==> src/rtl/pwr_rst_pkg.sv <==
package pwr_rst_pkg;
  localparam int CMD_W      = 8;
  localparam int BIT_PWROFF = 0;
  localparam int BIT_FULL   = 1;
  localparam int BIT_NORM   = 2;
  localparam int BIT_MEM    = 3;
  localparam int BIT_SLEEP  = 4;

  localparam int NRST    = 3;
  localparam int RST_SOC = 0;
  localparam int RST_SEC = 1;
  localparam int RST_MEM = 2;

  typedef enum logic [1:0] {
    SEQ_IDLE,
    SEQ_HOLD,
    SEQ_WAIT,
    SEQ_REINIT
  } seq_state_e;
endpackage

==> src/rtl/pwr_cmd_decode.sv <==
module pwr_cmd_decode
  import pwr_rst_pkg::*;
(
  input  logic [CMD_W-1:0] cmd,
  input  logic             legacy_mode,
  output logic [NRST-1:0]  rst_sel,
  output logic             any_rst,
  output logic             pwroff,
  output logic             sleep,
  output logic             compat
);
  always_comb begin
    rst_sel = '0;
    if (cmd[BIT_FULL]) begin
      rst_sel = '1;
    end
    if (cmd[BIT_NORM]) begin
      rst_sel[RST_SEC] = 1'b1;
      if (legacy_mode) rst_sel[RST_MEM] = 1'b1;
    end
    if (cmd[BIT_MEM]) begin
      rst_sel[RST_MEM] = 1'b1;
    end
  end

  assign any_rst = |rst_sel;
  assign pwroff  = cmd[BIT_PWROFF];
  assign sleep   = cmd[BIT_SLEEP];
  assign compat  = cmd[BIT_NORM];
endmodule

==> src/rtl/pwr_rst_timer.sv <==
module pwr_rst_timer
  import pwr_rst_pkg::*;
#(
  parameter int unsigned HOLD_CYC = 1_000_000,
  parameter int unsigned WAIT_CYC = 20_000_000
) (
  input  logic clk,
  input  logic rst_n,
  input  logic start,
  output logic hold_active,
  output logic reinit,
  output logic busy
);
  localparam int unsigned MAX_CYC = (HOLD_CYC > WAIT_CYC) ? HOLD_CYC : WAIT_CYC;
  localparam int          CW      = $clog2(MAX_CYC + 1);
  localparam logic [CW-1:0] HOLD_LAST = CW'(HOLD_CYC - 1);
  localparam logic [CW-1:0] WAIT_LAST = CW'(WAIT_CYC - 1);

  seq_state_e    state_q;
  logic [CW-1:0] cnt_q;

  always_ff @(posedge clk or negedge rst_n) begin
    if (!rst_n) begin
      state_q <= SEQ_IDLE;
      cnt_q   <= '0;
    end else begin
      unique case (state_q)
        SEQ_IDLE: begin
          if (start) begin
            state_q <= SEQ_HOLD;
            cnt_q   <= '0;
          end
        end
        SEQ_HOLD: begin
          if (cnt_q == HOLD_LAST) begin
            state_q <= SEQ_WAIT;
            cnt_q   <= '0;
          end else begin
            cnt_q <= cnt_q + 1'b1;
          end
        end
        SEQ_WAIT: begin
          if (cnt_q == WAIT_LAST) begin
            state_q <= SEQ_REINIT;
            cnt_q   <= '0;
          end else begin
            cnt_q <= cnt_q + 1'b1;
          end
        end
        default: begin
          state_q <= SEQ_IDLE;
          cnt_q   <= '0;
        end
      endcase
    end
  end

  assign hold_active = (state_q == SEQ_HOLD);
  assign reinit      = (state_q == SEQ_REINIT);
  assign busy        = (state_q != SEQ_IDLE);
endmodule

==> src/rtl/pwr_rst_drive.sv <==
module pwr_rst_drive
  import pwr_rst_pkg::*;
(
  input  logic            clk,
  input  logic            rst_n,
  input  logic            load,
  input  logic [NRST-1:0] rst_sel,
  input  logic            hold_active,
  output logic [NRST-1:0] rst_lines_n
);
  for (genvar i = 0; i < NRST; i++) begin : g_line
    logic sel_q;
    always_ff @(posedge clk or negedge rst_n) begin
      if (!rst_n)    sel_q <= 1'b0;
      else if (load) sel_q <= rst_sel[i];
    end
    assign rst_lines_n[i] = ~(sel_q & hold_active);
  end
endmodule

==> src/rtl/pwr_rst_seq.sv <==
module pwr_rst_seq
  import pwr_rst_pkg::*;
#(
  parameter int unsigned HOLD_CYC = 1_000_000,
  parameter int unsigned WAIT_CYC = 20_000_000
) (
  input  logic       clk,
  input  logic       rst_n,
  input  logic       wr_en,
  input  logic [7:0] wr_data,
  input  logic       legacy_mode,
  output logic       soc_rst_n,
  output logic       sec_rst_n,
  output logic       mem_rst_n,
  output logic       pwr_off_req,
  output logic       sleep_pulse,
  output logic       compat_clr,
  output logic       reinit_pulse,
  output logic       busy
);
  logic [NRST-1:0] rst_sel;
  logic [NRST-1:0] lines_n;
  logic            any_rst, dec_pwroff, dec_sleep, dec_compat;
  logic            accept, start, hold_active;
  logic            pwroff_q, sleep_q, compat_q;

  pwr_cmd_decode u_dec (
    .cmd         (wr_data),
    .legacy_mode (legacy_mode),
    .rst_sel     (rst_sel),
    .any_rst     (any_rst),
    .pwroff      (dec_pwroff),
    .sleep       (dec_sleep),
    .compat      (dec_compat)
  );

  assign accept = wr_en & ~busy;
  assign start  = accept & any_rst;

  pwr_rst_timer #(
    .HOLD_CYC (HOLD_CYC),
    .WAIT_CYC (WAIT_CYC)
  ) u_timer (
    .clk         (clk),
    .rst_n       (rst_n),
    .start       (start),
    .hold_active (hold_active),
    .reinit      (reinit_pulse),
    .busy        (busy)
  );

  pwr_rst_drive u_drive (
    .clk         (clk),
    .rst_n       (rst_n),
    .load        (start),
    .rst_sel     (rst_sel),
    .hold_active (hold_active),
    .rst_lines_n (lines_n)
  );

  always_ff @(posedge clk or negedge rst_n) begin
    if (!rst_n) begin
      pwroff_q <= 1'b0;
      sleep_q  <= 1'b0;
      compat_q <= 1'b0;
    end else begin
      pwroff_q <= pwroff_q | (accept & dec_pwroff);
      sleep_q  <= accept & dec_sleep;
      compat_q <= accept & dec_compat;
    end
  end

  assign soc_rst_n   = lines_n[RST_SOC];
  assign sec_rst_n   = lines_n[RST_SEC];
  assign mem_rst_n   = lines_n[RST_MEM];
  assign pwr_off_req = pwroff_q;
  assign sleep_pulse = sleep_q;
  assign compat_clr  = compat_q;
endmodule

==> config.mk <==
export PLATFORM = sky130hd
export DESIGN_NAME = pwr_rst_seq
export DESIGN_NICKNAME = d
export VERILOG_FILES = /design/src/rtl/pwr_rst_pkg.sv /design/src/rtl/pwr_cmd_decode.sv /design/src/rtl/pwr_rst_timer.sv /design/src/rtl/pwr_rst_drive.sv /design/src/rtl/pwr_rst_seq.sv
export SDC_FILE = /design/constraint.sdc
export NUM_CORES = 1
export LEC_CHECK = 0
export BUFFER_PORTS_ARGS = -buffer_cell sky130_fd_sc_hd__buf_2
export CAP_MARGIN = 20
export CORE_MARGIN = 2
export CORE_UTILIZATION = 45
export CTS_CLUSTER_SIZE = 25
export DETAILED_ROUTE_END_ITERATION = 10
export GPL_TIMING_DRIVEN = 1
export HOLD_SLACK_MARGIN = 0.02
export PLACE_DENSITY = 0.72
export SLEW_MARGIN = 20
export SYNTH_ARGS = -nofsm -noshare
export SYNTH_HDL_FRONTEND = slang
export SYNTH_SLANG_ARGS = --single-unit
==> constraint.sdc <==
create_clock -name clk -period 2.8 [get_ports clk]
set_clock_uncertainty 0.05 [all_clocks]
set_input_delay 0.14 -clock clk [delete_from_list [all_inputs] [get_ports clk]]
set_output_delay 0.14 -clock clk [all_outputs]
set_load 0.05 [all_outputs]
==> impl_metrics.ini <==
[floorplan]
die_w_microns = 67.78
dieArea_sq_mm = 0.004594
num_rows = 23
ios = 20
initial_core_util_pct = 46.09
core_area_sq_mm = 0.003971
dieHeight_microns = 67.78

[grt]
grt_pass1_vias = 1401
grtUsageTotal_pct = 18.86
grt_pass1_wl_microns = 6423
grt.overflow.total = 0
antenna_found_initial = 0
grt_max_degree = 34

[synthesis]
synth_area_per_cell_sq_um = 9.339
ys_warn_count = 0
yosys.area_share.simple_pct = 26.73
synth_compound_area_share_pct = 12.99
synth_fp_nets = 214
ys.flop_type = dfrtp_1
yosysTopAreaCellShare_pct = 45.11
yosysTopAreaCell = dfrtp_1
synth_top_family_by_area = simple AND/OR/NAND/NOR gates
syn_inst = 196
synthXorXnorAreaFrac_pct = 6.699
synth-seq-cells = 33
seq_area_frac_synth_pct = 45.11
synth.distinct_cells = 41
async_flop_share_pct = 100.0
synthAdderAreaFrac_pct = 4.101
synth_mux_area_share_pct = 1.367
yosys-top-cells-area = dfrtp_1 45%, nand2_1 4.9%, xor2_1 4.8%
synth_edf_count = 0
synth_area_sq_mm = 0.001831

[sta]
slew_headroom_pct = 51.79
drv_slew = 0
period_share_pct = 81.05
hold_viol_final = 0
rsz0062_at_grt = false
timing.hold.ws_ns = 0.05058
setup_tns_ns = 0
worst-slew-pin-transition_ns = 0.7231
finalSetupViolCount = 0
fmaxAchievable_ghz = 0.4406
period_minus_slack_ns = 2.269

[detailed_routing]
drt_first_pass_iters = 4
drt-total-wl_microns = 3785
num_vias = 1514
wl_per_cell_microns = 14.02
drt_iter0_drc = 52
antenna_left = 0
vias_per_cell = 5.607
drc = 0

[hold_path]
min_path_type = in2reg

[cells_and_area]
area_growth_pct = 13.53
nets = 237
diodes = 0
drive_gt1_share_pct = 15.00
fillerInstances = 383

[pwr]
power_frac_seq_pct = 56.6
powerDensity_mw_per_mm2 = 405.6
swShare_pct = 21.71
ir_drop_mv = 0.1801
leakagePower_nw = 0.9552
p_clk_share_pct = 40.9
p_comb_share_pct = 2.5
intPower_mw = 0.6599
power_switching_mw = 0.1830

[worst_setup_path]
cp_max_fo = 11
crit_arrival_ns = 2.39
setup.worst_path.end_class = register
required_ns = 2.92
startpoint_type = register
reg2reg_slack_ns = 0.53
path_class = reg2reg

[run]
cap_viol_max_count = 0

[clocking]
h-tree-depth = 2
cts_root_buf = clkbuf_8
cts_tree = yes
clk_pin_slew_worst_paths_ns = 0.07
clock_latency_ns = 0.29
cts_resized = 0
clock_path_buffers = 2
clock_sinks = 33
cts-buffers-inserted = 5

[place]
gp_congestion = 0.8348
dp_hpwl_microns = 2734
port_buffers = 16

[outcome]
status = complete, no violations
==> cell families (layout without fill, tap and decap cells) <==
logic type                 Yosys count  in the layout
AOI/OAI and AO/OA                   33             33
xor gates and xnor gates            14             14
adders and majority gates            6              6
buffers and inverters               14             38
DFF                                 33             33
muxes                                2              2
and+or+nand+nor                     94             94
==> critical path: stages, from the launching register on <==
cell     delay (ns)
dfrtp_1        0.43
or4b_2         0.69
nor4_2         0.21
a31oi_1        0.26
nor3_2         0.24
buf_4          0.21
a21oi_1        0.06
==> flip-flops by register name, indices dropped and copies added, names as in the netlist <==
| signal | cells |
|---|---|
| u_timer.cnt_q | 25 |
| u_drive.g_line.sel_q | 3 |
| sleep_pulse | 1 |
| u_timer.state_q | 2 |
| pwr_off_req | 1 |
| compat_clr | 1 |
==> per-stage QoR <==
stage	setup slack, ns	utilization [%]	power (mW)	instances	instance area (sq um)
floorplan	0.6411	-	0.4883	196	1831
global placement	0.5593	49.81	0.5058	260	1978
detailed placement	0.5717	49.81	0.5060	260	1978
CTS	0.5505	52.33	0.8538	270	2078
global route	0.4120	52.33	0.8730	270	2078
finish	0.5306	52.33	0.8429	270	2078
==> power by group through the flow <==
| stage | Sequential, mW | Combinational [mW] | Clock [mW] |
|---|---|---|---|
| final | 0.477 | 0.0215 | 0.345 |
| after global routing | 0.476 | 0.0251 | 0.372 |
| after CTS | 0.477 | 0.0228 | 0.354 |
| after detailed placement | 0.486 | 0.0204 | 0 |
| after global placement | 0.486 | 0.0202 | 0 |
| after floorplan | 0.486 | 0.00256 | 0 |
==> worst paths after layout <==
check                             startpoint                end  depth (start not counted)
min                               wr_data[4]        sleep_pulse                          2
max in group asynchronous              rst_n        pwr_off_req                          2
min in group asynchronous              rst_n   u_timer.cnt_q[7]                          2
max                        u_timer.cnt_q[14]  u_timer.cnt_q[21]                          6
max reg2reg                u_timer.cnt_q[14]  u_timer.cnt_q[21]                          6
min reg2reg                      pwr_off_req        pwr_off_req                          1
==> routing by layer <==
| layer | vias to the layer above | part of all wire [%] | GRT usage, % |
|---|---|---|---|
| li1 | 757 | - | - |
| met1 | 733 | 47 | 24.90 |
| met2 | 18 | 48 | 29.41 |
| met3 | 6 | 3.4 | 5.000 |
| met4 | 0 | 1.8 | 7.500 |
| met5 | - | 0 | 0 |
==> synthesized netlist by cell type (2+ instances only) <==
cell      count
nor4_1        6
nand4_1       8
and3_1        6
ha_1          6
or3_1         4
a21oi_1       5
and2_1        4
o31ai_1       2
nand3_1      14
clkbuf_1      3
xor2_1       10
nor4_2        2
nand2_1      24
nor2_1       19
dfrtp_1      33
buf_2         2
inv_1         8
o21ai_0       9
xnor2_1       4
a31oi_1       5
nor3_1        2
==> cell usage in the layout (no fill, tap or decap), types with 2 or more instances in the layout <==
cell type	Yosys	routed
a21oi_1	5	5
a31oi_1	5	5
and2_1	4	4
and3_1	6	6
buf_2	2	16
buf_4	0	4
clkbuf_1	3	3
clkbuf_8	0	5
dfrtp_1	33	33
dlygate4sd3_1	0	2
ha_1	6	6
inv_1	8	8
nand2_1	24	24
nand3_1	14	14
nand4_1	8	8
nor2_1	19	19
nor3_1	2	2
nor4_1	6	6
nor4_2	2	2
o21ai_0	9	9
o31ai_1	2	2
or3_1	4	4
xnor2_1	4	4
xor2_1	10	10
==> final cells by class <==
type,instances,area [sq um],area share (%)
Clock buffer,8,80.08,3.853
Inverter,8,30.03,1.445
Multi-Input combinational cell,149,949.7,45.70
Sequential cell,33,825.8,39.74
Tap cell,50,62.56,3.010
Timing Repair Buffer,22,130.1,6.261
==> repair_timing <==
item,CTS,global route
hold buffers,2,0
endpoints found under the hold margin,34,0
buffers inserted,0,0
Note: power is estimated with default switching activity, not from simulation.
